[config.mk]
export PLATFORM = sky130hd
export DESIGN_NAME = stm_timing_calc
export DESIGN_NICKNAME = d
export VERILOG_FILES = /design/src/rtl/stm_timing_calc.sv
export SDC_FILE = /design/constraint.sdc
export NUM_CORES = 2
export LEC_CHECK = 0
export ABC_AREA = 1
export BUFFER_PORTS_ARGS = -buffer_cell sky130_fd_sc_hd__buf_2
export CORE_AREA = 2 2 390 469
export CTS_CLUSTER_SIZE = 8
export DETAILED_ROUTE_END_ITERATION = 6
export DIE_AREA = 0 0 392 471
export GPL_TIMING_DRIVEN = 0
export PLACE_DENSITY = 0.63
export SLEW_MARGIN = 5
export SYNTH_ARGS = -nofsm -noshare
export SYNTH_HDL_FRONTEND = slang
export SYNTH_SLANG_ARGS = --single-unit
[constraint.sdc]
create_clock -name clk -period 7.4 [get_ports clk]
set_clock_uncertainty 0.15 [all_clocks]
set_input_delay 0 -clock clk [delete_from_list [all_inputs] [get_ports clk]]
set_output_delay 0 -clock clk [all_outputs]
set_load 0.02 [all_outputs]
[src/rtl/stm_timing_calc.sv]
module stm_timing_calc #(
  parameter int NS_W     = 16,
  parameter int MUL_W    = 32,
  parameter int FRAC     = 16,
  parameter int TW       = 12,
  parameter int MAX_PASS = 4
) (
  input  logic              clk,
  input  logic              rst_n,
  input  logic              start,
  input  logic [NS_W-1:0]   setup_ns,
  input  logic [NS_W-1:0]   strobe_ns,
  input  logic [NS_W-1:0]   cycle_ns,
  input  logic [NS_W-1:0]   float_ns,
  input  logic [MUL_W-1:0]  mul,
  output logic [5:0]        setup_fld,
  output logic [6:0]        strobe_fld,
  output logic [8:0]        cycle_fld,
  output logic [6:0]        cs_fld,
  output logic [3:0]        float_fld,
  output logic              warn,
  output logic              fatal,
  output logic              done
);
  localparam int PW = NS_W + MUL_W + 1;
  localparam int CW = TW + 2;
  localparam int NW = $clog2(MAX_PASS + 1);

  function automatic logic [TW-1:0] ns2tick(input logic [NS_W-1:0] ns,
                                            input logic [MUL_W-1:0] m);
    logic [PW-1:0] prod;
    logic [PW-1:0] t;
    prod = PW'(ns) * PW'(m) + (PW'(1) << FRAC);
    t = prod >> FRAC;
    return (t > PW'({TW{1'b1}})) ? {TW{1'b1}} : t[TW-1:0];
  endfunction

  logic          busy;
  logic [NW-1:0] npass;
  logic [TW-1:0] s_q, p_q;
  logic [CW-1:0] c_q;
  logic [3:0]    f_q;
  logic          w_q;

  logic [TW-1:0] s_n, p_n, s_add, p_add, f_t;
  logic [CW-1:0] c_sum, c_n;
  logic          ws, wp, wc, fat_n, redo, last;

  assign f_t  = ns2tick(float_ns, mul);
  assign last = (npass == NW'(MAX_PASS - 1));

  always_comb begin
    s_n = s_q; s_add = '0; ws = 1'b0;
    if (s_q > TW'(159)) begin
      s_n = TW'(159); ws = 1'b1;
    end else if (s_q > TW'(31) && s_q < TW'(128)) begin
      s_n = TW'(128); s_add = TW'(128) - s_q;
    end

    p_n = p_q; p_add = '0; wp = 1'b0;
    if (p_q > TW'(319)) begin
      p_n = TW'(319); wp = 1'b1;
    end else if (p_q > TW'(63) && p_q < TW'(256)) begin
      p_n = TW'(256); p_add = TW'(256) - p_q;
    end

    c_sum = c_q + CW'(s_add) + CW'(p_add);
    c_n = c_sum; wc = 1'b0;
    if (c_sum > CW'(895)) begin
      c_n = CW'(895); wc = 1'b1;
    end else if (c_sum[7]) begin
      c_n = {c_sum[CW-1:8] + 1'b1, 8'h00};
    end

    fat_n = c_n > CW'(319);
    redo  = !fat_n && c_n > CW'(63) && c_n < CW'(256);
  end

  always_ff @(posedge clk) begin
    if (!rst_n) begin
      busy <= 1'b0; npass <= '0;
      s_q <= '0; p_q <= '0; c_q <= '0; f_q <= '0; w_q <= 1'b0;
      setup_fld <= '0; strobe_fld <= '0; cycle_fld <= '0; cs_fld <= '0;
      float_fld <= '0; warn <= 1'b0; fatal <= 1'b0; done <= 1'b0;
    end else begin
      done <= 1'b0;
      if (start && !busy) begin
        busy  <= 1'b1;
        npass <= '0;
        s_q   <= ns2tick(setup_ns, mul);
        p_q   <= ns2tick(strobe_ns, mul);
        c_q   <= CW'(ns2tick(cycle_ns, mul));
        f_q   <= (f_t > TW'(15)) ? 4'd15 : f_t[3:0];
        w_q   <= f_t > TW'(15);
      end else if (busy) begin
        s_q <= s_n;
        p_q <= p_n;
        w_q <= w_q | ws | wp | wc;
        if (redo && !last) begin
          c_q   <= CW'(256);
          npass <= npass + 1'b1;
        end else begin
          busy       <= 1'b0;
          done       <= 1'b1;
          fatal      <= fat_n | redo;
          warn       <= w_q | ws | wp | wc;
          setup_fld  <= {s_n[7], s_n[4:0]};
          strobe_fld <= {p_n[8], p_n[5:0]};
          cycle_fld  <= {c_n[9:8], c_n[6:0]};
          cs_fld     <= {c_n[8], c_n[5:0]};
          float_fld  <= f_q;
        end
      end
    end
  end
endmodule

Word level (Yosys, flattened, before mapping)
Cells that the tools add are included.
{"block": "word_totals", "latchBits": 0, "ff_bits": 81, "romBits": 0, "output_inout_bits": 36, "memories": 0, "elab_cells": 106, "ram_bits": 0}
{"block": "classes", "eq_ne": 1, "addsub": 10, "n_bitwise": 8, "n_reduce_logical": 20, "mul": 4, "shifts": 0, "n_mux": 31, "n_div": 0, "magnitude_cmp": 15}
{"op": "2-to-1 mux 12 bit", "n": 19}
{"op": "adder 48 x 17 -> 49 bit (second input constant)", "n": 4}
{"op": "multiplier 16 x 32 -> 48 bit", "n": 4}
{"op": "> comparator 33 x 12 -> 1 bit (second input constant)", "n": 4}
{"op": "2-to-1 mux 14 bit", "n": 2}
{"op": "adder 13 x 12 -> 14 bit", "n": 1}
{"op": "> comparator 14 x 10 -> 1 bit (second input constant)", "n": 1}
{"op": "> comparator 14 x 6 -> 1 bit (second input constant)", "n": 1}
{"op": "> comparator 14 x 9 -> 1 bit (second input constant)", "n": 1}
{"op": "< comparator 14 x 9 -> 1 bit (second input constant)", "n": 1}
{"op": "adder 12 x 12 -> 13 bit", "n": 1}
{"op": "> comparator 12 x 4 -> 1 bit (second input constant)", "n": 1}
{"op": "> comparator 12 x 5 -> 1 bit (second input constant)", "n": 1}
{"op": "> comparator 12 x 6 -> 1 bit (second input constant)", "n": 1}
{"op": "> comparator 12 x 8 -> 1 bit (second input constant)", "n": 1}
{"op": "> comparator 12 x 9 -> 1 bit (second input constant)", "n": 1}
{"op": "< comparator 12 x 8 -> 1 bit (second input constant)", "n": 1}
{"op": "< comparator 12 x 9 -> 1 bit (second input constant)", "n": 1}
{"op": "subtractor 8 x 12 -> 12 bit (first input constant)", "n": 1}
{"op": "subtractor 9 x 12 -> 12 bit (first input constant)", "n": 1}
{"op": "2-to-1 mux 1 bit", "n": 9}
{"op": "AND reduction 2 bit", "n": 4}
{"op": "adder 6 x 1 -> 6 bit (second input constant)", "n": 1}
{"op": "logical AND 1 bit", "n": 6}
{"op": "other kinds (11)", "n": 21}

Depth between registers and ports, before layout
{"block": "logic_depth", "ltp_word": 17, "mapped_depth": 37}

Worst setup path before layout
OpenSTA, ideal clock, no wires.
{"block": "synth_timing", "path_kind": "input-to-reg", "start": "input mul[10]", "end": "register p_q[11]", "path_stages": 30, "arrival_time_ns": 5.758, "slack_ns": 1.358, "required_ns": 7.116, "n_path_buf": 3, "cell_sequence": "clkbuf_1 > buf_1 > nand2_1 > fa_1 > inv_1 > fa_1 > inv_1 > fa_1 > fa_1 > inv_1 > fa_1 > inv_1 > fa_1 > inv_1 > ha_1 > nand2_1 > nor2_1 > nand2_1 > inv_1 > nand2_1 > nand2_1 > inv_1 > o21ai_1 > xnor2_1 > nand3_1 > nor2_1 > clkbuf_1 > nand4_1 > nand2_1 > a21oi_1"}
{"block": "synth_between", "elab_chain_cells": 5}
{"element": "from (decl)", "line_no": "15", "source": "input logic [MUL_W-1:0] mul,"}
{"element": "multiplier 16 x 32 -> 48 bit (*)", "line_no": "33", "source": "prod = PW'(ns) * PW'(m) + (PW'(1) << FRAC);"}
{"element": "adder 48 x 17 -> 49 bit (*)", "line_no": "33"}
{"element": "> comparator 33 x 12 -> 1 bit", "line_no": "35", "source": "return (t > PW'({TW{1'b1}})) ? {TW{1'b1}} : t[TW-1:0];"}
{"element": "2-to-1 mux 12 bit (*)", "line_no": "35"}
{"element": "2-to-1 mux 12 bit (*)", "line_no": "87", "source": "if (start && !busy) begin"}
{"element": "to (signal assigned)", "line_no": "91", "source": "p_q <= ns2tick(strobe_ns, mul);"}
{"element": "to (signal assigned)", "line_no": "97", "source": "p_q <= p_n;"}
{"element": "to (decl)", "line_no": "40", "source": "logic [TW-1:0] s_q, p_q;"}
Mark *: on every way between the ends. The rest lies on a longest branch, timed or not.
A chain may end at the register's enable or synchronous reset.

Worst setup path after layout
{"block": "layout_timing", "start": "input strobe_ns[13]", "end": "register p_q[8]"}
{"block": "layout_between", "elab_chain_cells": 5}
{"element": "from (decl)", "line_no": "12", "source": "input logic [NS_W-1:0] strobe_ns,"}
{"element": "multiplier 16 x 32 -> 48 bit (*)", "line_no": "33"}
{"element": "adder 48 x 17 -> 49 bit (*)", "line_no": "33"}
{"element": "> comparator 33 x 12 -> 1 bit", "line_no": "35"}
{"element": "2-to-1 mux 12 bit (*)", "line_no": "35"}
{"element": "2-to-1 mux 12 bit (*)", "line_no": "87"}
Marks and branches as above.

==> impl_results.md <==
- IO Count: between 100 and 150
- Crit Path Max Fanout: 10
- Total core area: around 180000 sq um
- Net count reported at finish: ~13k
- Initial DRC count: 5731
- Die width: a little under 400 microns
- Synth Warn #: 0
- Type of origin of the critical path: primary input
- Yosys reg bits: between 70 and 80
- DR pass1 iterations: 6
- Clk sinks: 74
- Share of cells above drive strength 1: 4.87%
- Clock transition at the registers of the reported paths: about 0.06 ns
- Pin count of the biggest net entering global routing: 17
- Crit path DAT: around 7.4 ns
- Tmin final: around 7.4 ns
- Slew Viols, Final: 0
- Worst path slowest cell: clkdlybuf4s15_1
- WL/cell: 25.9 microns
- Post-Synthesis Cells: 10.4k
- Final hold vios: 0
- Total Die Area: around 180000 sq um
- Std cell rows: approximately 170
- Clk Latency, worst-skew pair: between 0.3 and 0.4 ns
- Status: complete, no violations
- Worst hold path class: in -> reg
- DRC Markers: 0
- Dpl ws: -2.17 ns
- Syn-to-layout area delta: 7.12%
- Grt ovf: 0
- Total GRT Usage: a little under two fifths
- CTS H-tree lvls: 3
- First-pass GRT wire length: a little under 500000 microns
- Worst slew margin: between 9 and 10%
- Clock Tree Buf Depth: 2
- CP Capture Type: flop
- Num CTS Buffers: 9
- TritonCTS clock tree: built
- Final setup fails: 0
- DP HPWL: approximately 280000 microns
- Tightest Pin Transition: 1.35 ns
- Async set or reset register ratio after synthesis: 0%
- Vias in the first global route: 72.6k
- Antenna-violating nets left: 0
- Max_cap viols: 0
- EDFF count, synth: 0
- Via Count: just under 70k
- CP max stage delay: ~0.82 ns
- Period utilization: roughly 100%
- Initial Util: a little over two fifths
- Synth Flop Type: dfxtp_1
- Sequential-to-total area share from yosys stat: between 1.5 and 2%
- Data required, critical path: approximately 7.5 ns
- Unique cell type count in the Yosys netlist: between 40 and 50
- DRT Wirelength: about 340000 microns
- # fillers: 19.0k
- Final WS setup: 0.0439 ns
- Syn Area/Cell: a little over 7 sq um
- Initial antenna violation count: 34
- GPL Wtd Cong: ~1.1
- Top Family by Delay on Critical Path: adder cells
- CTS root buffer: clkbuf_16
- Crit path kind: in -> reg
- Fmax achieved: roughly 140 MHz
- Mapped cell area: 75100 sq um
- Die H: between 400 and 500 microns
- Port Buffers: between 100 and 150
- Via/cell ratio: about 5.3
- WP buf/inv: 5
-- repair_timing --
item	CTS	global route
endpoints found under the setup margin	41	41
setup buffers	1	2
hold endpoints to repair	2	0
resized for setup	396	458
pin swaps	2	2
hold buffers	1	0
-- synth_stat cells, types with 2 or more instances --
cell	number	area (sq um)
nand2_1	3147	11800
inv_1	3003	11300
fa_1	1685	33700
ha_1	612	7660
nor2_1	439	1650
clkbuf_1	350	1310
a21oi_1	321	1610
nand3_1	176	881
o21ai_0	166	831
nand4_1	86	538
buf_1	82	308
dfxtp_1	74	1480
nor3_1	44	220
xnor2_1	33	289
xor2_1	30	263
nand3b_1	21	158
o21a_1	21	158
o21ai_1	21	105
o21bai_1	20	150
buf_2	12	60.1
nor4_1	11	68.8
buf_4	8	60.1
a21o_1	7	52.6
a31oi_1	6	37.5
nor3_2	6	60.1
and2_1	5	31.3
inv_2	5	18.8
a21boi_0	4	30.0
nand2_2	3	18.8
nand2_4	3	33.8
nor3b_1	3	22.5
and3_1	2	12.5
buf_6	2	22.5
conb_1	2	7.51
or2_2	2	12.5
-- area by class of cell --
cell class / count / area [sq um] / share of cell area (%)
buffer: 454 / 2870 / 3.57
inverter: 3010 / 11300 / 14.0
sequential: 74 / 1480 / 1.84
tap: 2422 / 3030 / 3.77
timing repair buffer: 109 / 579 / 0.720
clock inverter: 7 / 101 / 0.126
multi-input combinational: 6892 / 60800 / 75.6
clock buffer: 9 / 225 / 0.280
antenna: 21 / 52.6 / 0.0653
-- metal layers --
metal	up-vias	track usage (%)	part of all wire (%)
met5	-	0	0.035
met3	1168	8.73	9.6
met4	22	32.9	11
li1	29878	-	-
met1	34126	41.8	34
met2	3586	58.3	45
-- per-stage QoR --
| stage | util (%) | std cells | hold WS, ns | TNS, ns | cell area, sq um |
|---|---|---|---|---|---|
| 2_1_floorplan | - | 10431 | 0.0432 | 0 | 75100 |
| 4_1_cts | 44.4 | 12975 | 0.214 | 0 | 79900 |
| 6_report | 44.7 | 12998 | 0.206 | 0 | 80500 |
| 3_5_place_dp | 43.7 | 12958 | 0.268 | -57.13 | 78800 |
| 5_1_grt | 44.6 | 12985 | 0.309 | -0.0916 | 80400 |
| 3_3_place_gp | 43.7 | 12955 | 0.272 | -74.09 | 78700 |
-- flip-flops by register name (all words and copies together) (netlist names), 3 cells and up --
signal      count
c_q            12
p_q            12
s_q            12
cycle_fld       9
strobe_fld      7
setup_fld       6
f_q             4
float_fld       4
npass           3
-- worst reg2reg max path: stages, from the launching register on --
cell      delay [ns]
dfxtp_1         0.31
or4_1           0.58
nor3_1          0.35
inv_1           0.16
nor2_1          0.15
fa_1            0.44
ha_1            0.23
fa_1            0.46
nand3_1         0.09
nand2_1         0.11
nand2_1         0.09
nand2_1         0.05
a21oi_1         0.19
nand2_1         0.12
nand2_4         0.14
inv_4           0.06
nand2_4         0.06
nand3_4         0.09
nor2_8          0.21
nand2_4         0.08
clkinv_2        0.07
nand3_2         0.18
buf_2           0.26
nand3_1         0.10
a21oi_1         0.08
-- path summary, 6_finish.rpt --
| kind | to | depth (start not counted) | slack (ns) | start |
|---|---|---|---|---|
| hold / removal | s_q[7]$_SDFFE_PN0P_ | 8 | 0.21 | start |
| setup reg to reg | c_q[6]$_SDFFE_PN0P_ | 24 | 2.48 | s_q[8]$_SDFFE_PN0P_ |
| setup / recovery | p_q[8]$_SDFFE_PN0P_ | 26 | 0.04 | strobe_ns[13] |
| hold reg to reg | npass[2]$_SDFFE_PP0P_ | 2 | 0.31 | npass[2]$_SDFFE_PP0P_ |
-- cell usage in the layout (no fill, tap or decap), drive strengths merged, types with 6 or more instances in the layout --
| master | Yosys | final |
|---|---|---|
| clkdlybuf4s15 | 0 | 10 |
| a31oi | 6 | 6 |
| o21bai | 20 | 20 |
| nor4 | 11 | 11 |
| buf | 105 | 249 |
| diode | 0 | 21 |
| nor3 | 50 | 50 |
| nand3 | 178 | 178 |
| nand4 | 86 | 86 |
| nand2 | 3153 | 3153 |
| o21ai | 187 | 187 |
| inv | 3009 | 3011 |
| o21a | 21 | 21 |
| nand3b | 21 | 21 |
| xor2 | 30 | 30 |
| conb | 2 | 9 |
| a21oi | 322 | 322 |
| nor2 | 440 | 440 |
| a21o | 7 | 7 |
| fa | 1685 | 1685 |
| clkbuf | 350 | 311 |
| xnor2 | 33 | 33 |
| ha | 612 | 612 |
| dfxtp | 74 | 74 |
-- logic make-up (layout without fill, tap and decap cells) --
logic type      count (synthesis)  after routing  share of synthesized area, %
simple gates                 3953           3953                          20.7
other cells                     2             30                        0.0100
xor+xnor                       63             63                         0.735
mux                             2              2                        0.0316
compound gates                568            568                          3.98
flops                          74             74                          1.97
fa+ha+maj                    2297           2297                          55.1
buf+inv                      3465           3589                          17.4
Power is not shown: default switching activity piles up to over one toggle a cycle in this logic, so the estimate is an artifact.
